[src/rtl/rxdec_pkg.sv]
`timescale 1ns/1ps
package rxdec_pkg;
    localparam int BUS_W  = 8;
    localparam int BYTE_W = 8;
    localparam int FILL_W = $clog2(BYTE_W + 1);

    localparam logic [1:0] CTL_IDLE   = 2'b00;
    localparam logic [1:0] CTL_STATUS = 2'b01;
    localparam logic [1:0] CTL_RECV   = 2'b10;
    localparam logic [1:0] CTL_XMIT   = 2'b11;

    typedef enum logic [1:0] {
        SPD_S100 = 2'd0,
        SPD_S200 = 2'd1,
        SPD_S400 = 2'd2,
        SPD_BAD  = 2'd3
    } speed_e;

    typedef enum logic [1:0] {
        ST_IDLE,
        ST_PREAMBLE,
        ST_PAYLOAD,
        ST_DISCARD
    } rx_state_e;
endpackage

[src/rtl/rxdec_speed_classify.sv]
`timescale 1ns/1ps
module rxdec_speed_classify
    import rxdec_pkg::*;
(
    input  logic [BUS_W-1:0] dat_i,
    output logic             dataon_o,
    output speed_e           code_o
);
    always_comb begin
        dataon_o = dat_i[BUS_W-1];
        if (dat_i[BUS_W-1 -: 2] == 2'b00)
            code_o = SPD_S100;
        else if (dat_i[BUS_W-1 -: 4] == 4'b0100)
            code_o = SPD_S200;
        else if (dat_i == 8'h50)
            code_o = SPD_S400;
        else
            code_o = SPD_BAD;
    end
endmodule

[src/rtl/rxdec_lane_packer.sv]
`timescale 1ns/1ps
module rxdec_lane_packer
    import rxdec_pkg::*;
(
    input  logic              clk,
    input  logic              rst_n,
    input  logic              clear_i,
    input  logic              shift_i,
    input  speed_e            speed_i,
    input  logic [BUS_W-1:0]  dat_i,
    output logic              done_o,
    output logic [BYTE_W-1:0] byte_o,
    output logic              partial_o
);
    logic [BYTE_W-1:0] acc_q;
    logic [FILL_W-1:0] fill_q;
    logic [FILL_W-1:0] step;
    logic [FILL_W-1:0] fill_nxt;

    always_comb begin
        unique case (speed_i)
            SPD_S100: begin
                byte_o = {acc_q[BYTE_W-3:0], dat_i[BUS_W-1 -: 2]};
                step   = FILL_W'(2);
            end
            SPD_S200: begin
                byte_o = {acc_q[BYTE_W-5:0], dat_i[BUS_W-1 -: 4]};
                step   = FILL_W'(4);
            end
            default: begin
                byte_o = dat_i;
                step   = FILL_W'(BYTE_W);
            end
        endcase
        fill_nxt  = fill_q + step;
        done_o    = shift_i && (fill_nxt == FILL_W'(BYTE_W));
        partial_o = (fill_q != '0);
    end

    always_ff @(posedge clk) begin
        if (!rst_n || clear_i) begin
            acc_q  <= '0;
            fill_q <= '0;
        end else if (shift_i) begin
            acc_q  <= byte_o;
            fill_q <= done_o ? '0 : fill_nxt;
        end
    end
endmodule

[src/rtl/rxdec_ctrl.sv]
`timescale 1ns/1ps
module rxdec_ctrl
    import rxdec_pkg::*;
#(
    parameter int MAX_SPEED = 2
) (
    input  logic       clk,
    input  logic       rst_n,
    input  logic [1:0] ctl_i,
    input  logic       dataon_i,
    input  speed_e     code_i,
    output logic       capture_o,
    output logic       shift_o,
    output logic       flush_o,
    output logic       null_evt_o,
    output logic       spderr_evt_o,
    output logic       proto_evt_o
);
    rx_state_e state_q, state_d;
    logic recv, code_ok, decoding;

    assign recv     = (ctl_i == CTL_RECV);
    assign code_ok  = (code_i != SPD_BAD) && (int'(code_i) <= MAX_SPEED);
    assign decoding = (state_q == ST_IDLE) || (state_q == ST_PREAMBLE);

    always_ff @(posedge clk) begin
        if (!rst_n) state_q <= ST_IDLE;
        else        state_q <= state_d;
    end

    always_comb begin
        state_d = state_q;
        unique case (state_q)
            ST_IDLE, ST_PREAMBLE: begin
                if (recv) begin
                    if (dataon_i)     state_d = ST_PREAMBLE;
                    else if (code_ok) state_d = ST_PAYLOAD;
                    else              state_d = ST_DISCARD;
                end else begin
                    state_d = ST_IDLE;
                end
            end
            ST_PAYLOAD, ST_DISCARD: begin
                if (!recv) state_d = ST_IDLE;
            end
            default: state_d = ST_IDLE;
        endcase
    end

    always_comb begin
        capture_o    = decoding && recv && !dataon_i && code_ok;
        spderr_evt_o = decoding && recv && !dataon_i && !code_ok;
        shift_o      = (state_q == ST_PAYLOAD) && recv;
        flush_o      = (state_q == ST_PAYLOAD) && !recv;
        null_evt_o   = (state_q == ST_PREAMBLE) && !recv;
        proto_evt_o  = (state_q != ST_IDLE) && !recv && (ctl_i != CTL_IDLE);
    end
endmodule

[src/rtl/rxdec_out_stage.sv]
`timescale 1ns/1ps
module rxdec_out_stage
    import rxdec_pkg::*;
(
    input  logic              clk,
    input  logic              rst_n,
    input  logic              clear_i,
    input  logic              push_i,
    input  logic [BYTE_W-1:0] push_byte_i,
    input  logic              flush_i,
    output logic [BYTE_W-1:0] byte_o,
    output logic              valid_o,
    output logic              first_o,
    output logic              last_o
);
    logic [BYTE_W-1:0] hold_b;
    logic              hold_v, hold_f, first_pend;

    always_ff @(posedge clk) begin
        if (!rst_n) begin
            hold_b     <= '0;
            hold_v     <= 1'b0;
            hold_f     <= 1'b0;
            first_pend <= 1'b0;
            byte_o     <= '0;
            valid_o    <= 1'b0;
            first_o    <= 1'b0;
            last_o     <= 1'b0;
        end else begin
            valid_o <= 1'b0;
            first_o <= 1'b0;
            last_o  <= 1'b0;
            if (clear_i) begin
                hold_v     <= 1'b0;
                first_pend <= 1'b1;
            end else if (push_i) begin
                if (hold_v) begin
                    byte_o  <= hold_b;
                    valid_o <= 1'b1;
                    first_o <= hold_f;
                end
                hold_b     <= push_byte_i;
                hold_f     <= first_pend;
                first_pend <= 1'b0;
                hold_v     <= 1'b1;
            end else if (flush_i) begin
                if (hold_v) begin
                    byte_o  <= hold_b;
                    valid_o <= 1'b1;
                    first_o <= hold_f;
                    last_o  <= 1'b1;
                end
                hold_v <= 1'b0;
            end
        end
    end
endmodule

[src/rtl/rx_link_decoder.sv]
`timescale 1ns/1ps
module rx_link_decoder
    import rxdec_pkg::*;
#(
    parameter int MAX_SPEED = 2
) (
    input  logic       clk,
    input  logic       rst_n,
    input  logic [1:0] ctl_i,
    input  logic [7:0] dat_i,
    output logic [7:0] rx_byte_o,
    output logic       rx_valid_o,
    output logic       rx_first_o,
    output logic       rx_last_o,
    output logic [1:0] speed_o,
    output logic       null_pkt_o,
    output logic       speed_err_o,
    output logic       trunc_err_o,
    output logic       proto_err_o
);
    logic              dataon, capture, shift, flush;
    logic              null_evt, spderr_evt, proto_evt;
    logic              done, partial;
    logic [BYTE_W-1:0] packed_byte;
    speed_e            code, cur_speed;

    rxdec_speed_classify u_cls (
        .dat_i    (dat_i),
        .dataon_o (dataon),
        .code_o   (code)
    );

    rxdec_ctrl #(.MAX_SPEED(MAX_SPEED)) u_ctrl (
        .clk          (clk),
        .rst_n        (rst_n),
        .ctl_i        (ctl_i),
        .dataon_i     (dataon),
        .code_i       (code),
        .capture_o    (capture),
        .shift_o      (shift),
        .flush_o      (flush),
        .null_evt_o   (null_evt),
        .spderr_evt_o (spderr_evt),
        .proto_evt_o  (proto_evt)
    );

    rxdec_lane_packer u_pack (
        .clk       (clk),
        .rst_n     (rst_n),
        .clear_i   (capture),
        .shift_i   (shift),
        .speed_i   (cur_speed),
        .dat_i     (dat_i),
        .done_o    (done),
        .byte_o    (packed_byte),
        .partial_o (partial)
    );

    rxdec_out_stage u_out (
        .clk         (clk),
        .rst_n       (rst_n),
        .clear_i     (capture),
        .push_i      (done),
        .push_byte_i (packed_byte),
        .flush_i     (flush),
        .byte_o      (rx_byte_o),
        .valid_o     (rx_valid_o),
        .first_o     (rx_first_o),
        .last_o      (rx_last_o)
    );

    always_ff @(posedge clk) begin
        if (!rst_n) begin
            cur_speed   <= SPD_S100;
            null_pkt_o  <= 1'b0;
            speed_err_o <= 1'b0;
            trunc_err_o <= 1'b0;
            proto_err_o <= 1'b0;
        end else begin
            if (capture) cur_speed <= code;
            null_pkt_o  <= null_evt;
            speed_err_o <= spderr_evt;
            trunc_err_o <= flush && partial;
            proto_err_o <= proto_evt;
        end
    end

    assign speed_o = cur_speed;
endmodule

[config.mk]
export PLATFORM = sky130hd
export DESIGN_NAME = rx_link_decoder
export DESIGN_NICKNAME = d
export VERILOG_FILES = /design/src/rtl/rxdec_pkg.sv /design/src/rtl/rxdec_speed_classify.sv /design/src/rtl/rxdec_lane_packer.sv /design/src/rtl/rxdec_ctrl.sv /design/src/rtl/rxdec_out_stage.sv /design/src/rtl/rx_link_decoder.sv
export SDC_FILE = /design/constraint.sdc
export NUM_CORES = 1
export LEC_CHECK = 0
export BUFFER_PORTS_ARGS = -buffer_cell sky130_fd_sc_hd__buf_2
export CORE_ASPECT_RATIO = 0.9
export CORE_MARGIN = 10
export CORE_UTILIZATION = 40
export DETAILED_ROUTE_END_ITERATION = 10
export GPL_TIMING_DRIVEN = 0
export PLACE_DENSITY = 0.56
export SLEW_MARGIN = 20
export SYNTH_ARGS = -nofsm -noshare
export SYNTH_HDL_FRONTEND = slang
export SYNTH_HIERARCHICAL = 1
export SYNTH_SLANG_ARGS = --single-unit
[constraint.sdc]
create_clock -name clk -period 5.4 [get_ports clk]
set_clock_uncertainty 0.15 [all_clocks]
set_input_delay 0.27 -clock clk [delete_from_list [all_inputs] [get_ports clk]]
set_output_delay 0.27 -clock clk [all_outputs]
set_load 0.03 [all_outputs]
==> results of run 1 <==
[worst max-delay path: cells and delay by family, from the launching register on]
family                   cells  cell delay [ps]
multiplexers                 1              200
adder cells (fa/ha/maj)      2              540
XOR/XNOR                     2              310
AND/OR/NAND/NOR              4              890
flip-flops                   1              410
buffers and inverters        4              590
[cells in the final DEF, fill, tap and decap left out, types with 4 or more instances in the layout]
cell type	netlist	routed
a21boi_1	9	9
a21oi_1	8	8
and2_1	7	7
and2b_1	7	7
buf_2	4	32
clkbuf_8	0	6
dfxtp_1	39	39
inv_1	4	4
mux2i_1	14	14
nand2_1	40	40
nand2b_1	13	13
nor2_1	10	10
nor2b_1	4	4
o311ai_1	6	6
o31a_1	6	6
or2b_1	5	5
[registers in the layout (all words and copies together) (netlist names), 2 cells and up]
signal	count
u_out/hold_b	8
u_out/byte_o	8
u_pack/fill_q	3
u_ctrl/state_q	2
u_pack/acc_q	6
speed_o	2
[final cells by class]
cell class / instances / area share
Multi-Input combinational cell: 158 / 0.462
Sequential cell: 39 / 0.346
Timing Repair Buffer: 28 / 0.0620
Buffer: 12 / 0.0371
Clock buffer: 6 / 0.0366
Tap cell: 62 / 0.0343
Clock inverter: 2 / 0.0155
Inverter: 4 / 0.00665
[metal layers]
metal,vias to the layer above,wire length [microns],GRT usage
li1,788,-,-
met5,-,0,0
met1,718,1980,0.134
met2,26,1930,0.182
met3,9,215,0.0357
met4,0,76,0.0448
[final timing paths]
kind              slack, ps                 to       startpoint  cells after the start
setup / recovery       2210    u_out/byte_o[4]       speed_o[1]                     13
hold / removal          170  u_ctrl/state_q[1]         ctl_i[0]                      3
setup reg to reg       2210    u_out/byte_o[4]       speed_o[1]                     13
hold reg to reg         300    u_out/hold_b[7]  u_out/hold_b[7]                      2
[report_power, final]
part | switching, mW | internal, mW
logic | 0.0231 | 0.0180
clock network | 0.102 | 0.150
registers | 0.00224 | 0.289
total | 0.127 | 0.457
[logic make-up (layout without fill, tap and decap cells)]
| group | count (synthesis) | after routing | synth area share |
|---|---|---|---|
| and+or+nand+nor | 104 | 104 | 0.306 |
| DFF | 39 | 39 | 0.406 |
| AOI/OAI and AO/OA | 36 | 36 | 0.133 |
| buffers and inverters | 16 | 52 | 0.0514 |
| muxes | 14 | 14 | 0.0729 |
| adders and majority gates | 2 | 2 | 0.0169 |
| xor gates and xnor gates | 2 | 2 | 0.0130 |
==> qor.csv, run 1 <==
stage;metric;value;unit
grt;track_usage;0.112;
timing;setup_viol;0;
cells_and_area;finish.net_count;262;
setup_path;path_class;reg2reg;
cells_and_area;drive_gt1_frac;0.225;
logic_synthesis;netlist_instances;213;
logic_synthesis;synth_top_flop_cell;dfxtp_1;
setup_path;cp_slowest_stage_delay;470;ps
setup_path;critPathRequiredTime;5470;ps
clock_network;cts_sinks;39;
clock_network;cts_tree;done;
clock_network;holdBufCountCts;0;
timing;hold_slack;166;ps
die;ios;29;
cells_and_area;instances_no_fill;311;
cells_and_area;n_antenna_cell;0;
clock_network;clock_path_buffers;2;
cells_and_area;ff_latch_area;781;sq um
route;finalWirelength;4200;microns
route;final_antenna_net_count;0;
status;status;finished, final reports clean;
route;vias;1541;
clock_network;cts-root-buf;clkbuf_8;
die;start_util;0.423;
die;placementRows;23;
grt;grt_max_degree;13;
logic_synthesis;synth_common_cells;40 x nand2_1, 39 x dfxtp_1, 14 x mux2i_1;
die;die_area;7990;sq um
placement;dpl-instance-area;2140;sq um
logic_synthesis;yosysMostFrequentCell;nand2_1;
setup_path;crit_fanout;10;
job;drv_cap;0;
route;drt_pass1_iterations;4;
logic_synthesis;syn-cell-area;1920;sq um
grt;grt_pass1_wl;7330;microns
timing;slew_violations;0;
pwr;power.leakage;0.857;nW
logic_synthesis;synth_seq_cells;39;
clock_network;cts-resized-gates;0;
grt;antenna_found_initial;0;
logic_synthesis;yosys-top-cells-area;dfxtp_1 41%, nand2_1 7.8%, mux2i_1 7.3%;
clock_network;cts_buffers;5;
timing;rsz0062_at_grt;no;
clock_network;clkTransAtPathRegs;80;ps
die;dieHeight;85.8;microns
timing;finalCritPeriodShare;0.590;
cells_and_area;final_core_utilization;0.497;
timing;fmax;314;MHz
timing;finalSetupTns;0;ps
cells_and_area;final_cell_area;2260;sq um
die;die_x;93.1;microns
route;drtIter0Drc;53;
timing;fin_crit;3190;ps
setup_path;cp.arrival;3260;ps
placement;dp_cells;303;
grt;grt.overflow.total;0;
hold_path;worstHoldPathType;in2reg;
setup_path;endpoint_kind;flop;
route;vias_per_cell;4.95;
logic_synthesis;synth_cell_types;37;
logic_synthesis;yosysTopAreaCell;dfxtp_1;
placement;globalplace.congestion;0.774;
logic_synthesis;async_reset_ff_frac;0;
logic_synthesis;synth.top_cell.area_share;0.406;
cells_and_area;multi_input_area;1040;sq um
clock_network;postCtsSetupBuffers;0;
pwr;fin_total_pwr;0.584;mW
grt;grt_pass1_vias;1572;
setup_path;cp_cell_sequence;buf_4, buf_6, nor2_1, ha_1, inv_1, fa_1, xnor2_2, xnor2_1, nor3_1, nor2_1, nor3b_2, buf_6, mux2i_1;
timing;relSlewSlack;0.459;
route;route.detailed.drc;0;
cells_and_area;area_growth;17.4;%
logic_synthesis;synth_edf_count;0;
route;wl_per_cell;13.5;microns
timing;worst_pin_slew;809;ps
logic_synthesis;avgSynthCellArea;9.03;sq um
clock_network;cts.htree.levels;2;
pwr;peakVddDrop;136;uV
timing;hold_violations;0;
cells_and_area;fillers;482;
pwr;power_density;259;nW/um^2
logic_synthesis;yosysSeqAreaShare;0.406;
clock_network;clock_latency;290;ps
placement;dp_hpwl;3090;microns
timing;layout_setup_ws;2210;ps
logic_synthesis;mappedNetlistNets;227;
logic_synthesis;yosys_warnings;6;
setup_path;startpoint_type;flop;
placement;dp_slack;2220;ps
die;core_area;4550;sq um
placement;portBuffers;28;
setup_path;slowest_stage;nor3_1;
Note: power is estimated with default switching activity, not from simulation.
==> run 2: changes to the inputs <==
- ABC_AREA: unset -> 1
- PLACE_DENSITY: 0.56 -> 0.57
- clock period: 5.4 -> 3.1 ns (I/O delays scaled with it)
==> qor.csv, run 2 <==
stage;metric;value;unit
status;status;finished, final reports clean;
grt;grt_pass1_vias;1467;
die;placementRows;23;
cells_and_area;reg_top3;u_out/byte_o x8, u_out/hold_b x8, u_pack/acc_q x6;
route;vias;1574;
logic_synthesis;synth_seq_cells;39;
setup_path;crit_family;simple AND/OR/NAND/NOR gates;
setup_path;crit_buf_inv;3;
die;start_util;0.415;
logic_synthesis;mappedNetlistNets;277;
timing;worst_pin_slew;727;ps
logic_synthesis;yosysTopAreaCell;dfxtp_1;
grt;track_usage;0.104;
pwr;pwr-share-clk;0.358;
timing;relSlewSlack;0.514;
route;drtIter0Drc;78;
route;drt_pass1_iterations;4;
die;die_x;91.9;microns
clock_network;cts_tree;done;
timing;finalCritPeriodShare;0.905;
clock_network;cts.htree.levels;2;
clock_network;holdBufCountCts;0;
timing;hold_slack;28.8;ps
clock_network;clock_latency;280;ps
clock_network;postCtsSetupBuffers;0;
pwr;p_comb_frac;0.088;
setup_path;r2r_setup_slack;290;ps
cells_and_area;layout_commonest_cell;nor2_1;
pwr;peakVddDrop;185;uV
timing;fin_crit;2810;ps
clock_network;clkTransAtPathRegs;80;ps
setup_path;endpoint_kind;flop;
setup_path;cp_cell_sequence;nor2_2, ha_1, inv_1, fa_1, clkinv_1, nand2_4, nand2_2, nand2_2, nand2_2, nand2_1, nor2_1, inv_1, nand2_2, nand3_1, nand2_1, nor2_1;
grt;grt.overflow.total;0;
route;vias_per_cell;4.36;
logic_synthesis;yosys-top-cells-area;dfxtp_1 42%, nor2_1 14%, nand2_1 10%;
logic_synthesis;syn-cell-area;1860;sq um
timing;rsz0062_at_grt;no;
cells_and_area;fillers;498;
pwr;p_sw;0.228;mW
cells_and_area;instances_no_fill;361;
logic_synthesis;yosysSeqAreaShare;0.419;
setup_path;crit_fanout;9;
die;dieHeight;84.7;microns
clock_network;cts-resized-gates;0;
grt;grt_max_degree;13;
grt;antenna_found_initial;0;
die;ios;29;
setup_path;startpoint_type;flop;
pwr;swShare;0.248;
pwr;power_density;424;nW/um^2
logic_synthesis;netlist_instances;263;
setup_path;cp.arrival;2840;ps
route;finalWirelength;3750;microns
logic_synthesis;synth_top_flop_cell;dfxtp_1;
die;die_area;7790;sq um
placement;dp_cells;353;
die;core_area;4490;sq um
timing;hold_violations;0;
pwr;seqPwrFrac;0.554;
logic_synthesis;synth.top_cell.area_share;0.419;
route;final_antenna_net_count;0;
placement;portBuffers;28;
timing;setup_viol;0;
hold_path;worstHoldPathType;in2reg;
setup_path;critPathRequiredTime;3140;ps
clock_network;cts_buffers;5;
grt;grt_pass1_wl;6670;microns
logic_synthesis;synth_edf_count;0;
cells_and_area;drive_gt1_frac;0.241;
clock_network;clock_path_buffers;2;
logic_synthesis;synth_cell_types;26;
timing;slew_violations;0;
clock_network;cts-root-buf;clkbuf_8;
placement;dp_hpwl;2960;microns
logic_synthesis;synth_common_cells;68 x nor2_1, 52 x nand2_1, 39 x dfxtp_1;
job;drv_cap;0;
logic_synthesis;yosysMostFrequentCell;nor2_1;
timing;fmax;356;MHz
setup_path;cp_slowest_stage_delay;390;ps
logic_synthesis;avgSynthCellArea;7.08;sq um
timing;finalSetupTns;0;ps
placement;globalplace.congestion;0.774;
cells_and_area;finish.net_count;312;
setup_path;cp_common_cell;nand2_2;
cells_and_area;n_antenna_cell;0;
logic_synthesis;async_reset_ff_frac;0;
setup_path;path_class;reg2reg;
setup_path;slowest_stage;fa_1;
pwr;power.leakage;1.03;nW
cells_and_area;area_growth;16.3;%
route;route.detailed.drc;0;
logic_synthesis;yosys_warnings;6;
cells_and_area;final_cell_mix;68 x nor2_1, 52 x nand2_1, 39 x dfxtp_1;
clock_network;cts_sinks;39;
pwr;fin_total_pwr;0.917;mW
pwr;p_int;0.690;mW
route;wl_per_cell;10.4;microns
run 2: cells by family (layout without fill, tap and decap cells):
group	after synthesis	count (layout)	share of synthesized area
AOI/OAI and AO/OA	22	22	0.0612
buffers and inverters	37	73	0.0847
DFF	39	39	0.419
adders and majority gates	2	2	0.0175
and+or+nand+nor	163	163	0.417
run 2: path summary, 6_finish.rpt:
check | from | end | depth (start not counted)
min reg2reg | u_out/byte_o[5] | u_out/byte_o[5] | 2
min | ctl_i[0] | proto_err_o | 5
max reg2reg | speed_o[1] | u_out/byte_o[0] | 16
max | speed_o[1] | u_out/byte_o[0] | 16
run 2: layout make-up:
class / count / area [sq um] / area share
Clock buffer: 6 / 72.6 / 0.0335
Tap cell: 62 / 77.6 / 0.0358
Inverter: 32 / 123 / 0.0566
Buffer: 5 / 35.0 / 0.0162
Clock inverter: 2 / 12.5 / 0.00578
Sequential cell: 39 / 781 / 0.361
Multi-Input combinational cell: 187 / 923 / 0.427
Timing Repair Buffer: 28 / 140 / 0.0647
run 2: power groups by stage:
stage | Sequential (mW) | Combinational, mW | Clock (mW)
after floorplan | 0.523 | 0.0518 | 0
after global placement | 0.520 | 0.0821 | 0
after detailed placement | 0.520 | 0.0817 | 0
after CTS | 0.508 | 0.0820 | 0.344
after global routing | 0.509 | 0.0928 | 0.370
final | 0.508 | 0.0806 | 0.328
run 2: through the flow:
stage	utilization	worst slack [ps]	instance area [sq um]
CTS	0.482	278	2160
global route	0.482	53.5	2160
global placement	0.463	306	2080
detailed placement	0.463	291	2080
finish	0.482	295	2160
floorplan	-	529	1860
run 2: worst min-delay path, delay by kind of cell:
family	cells	cell delay (ps)
simple gates	2	90
buf+inv	3	180
run 2: metal layers:
layer  global-route usage  wire, microns  share of wire
met5                    0              0              0
met4               0.0420             36         0.0096
met3               0.0445            255          0.068
met2                0.155           1580           0.42
met1                0.129           1880           0.50
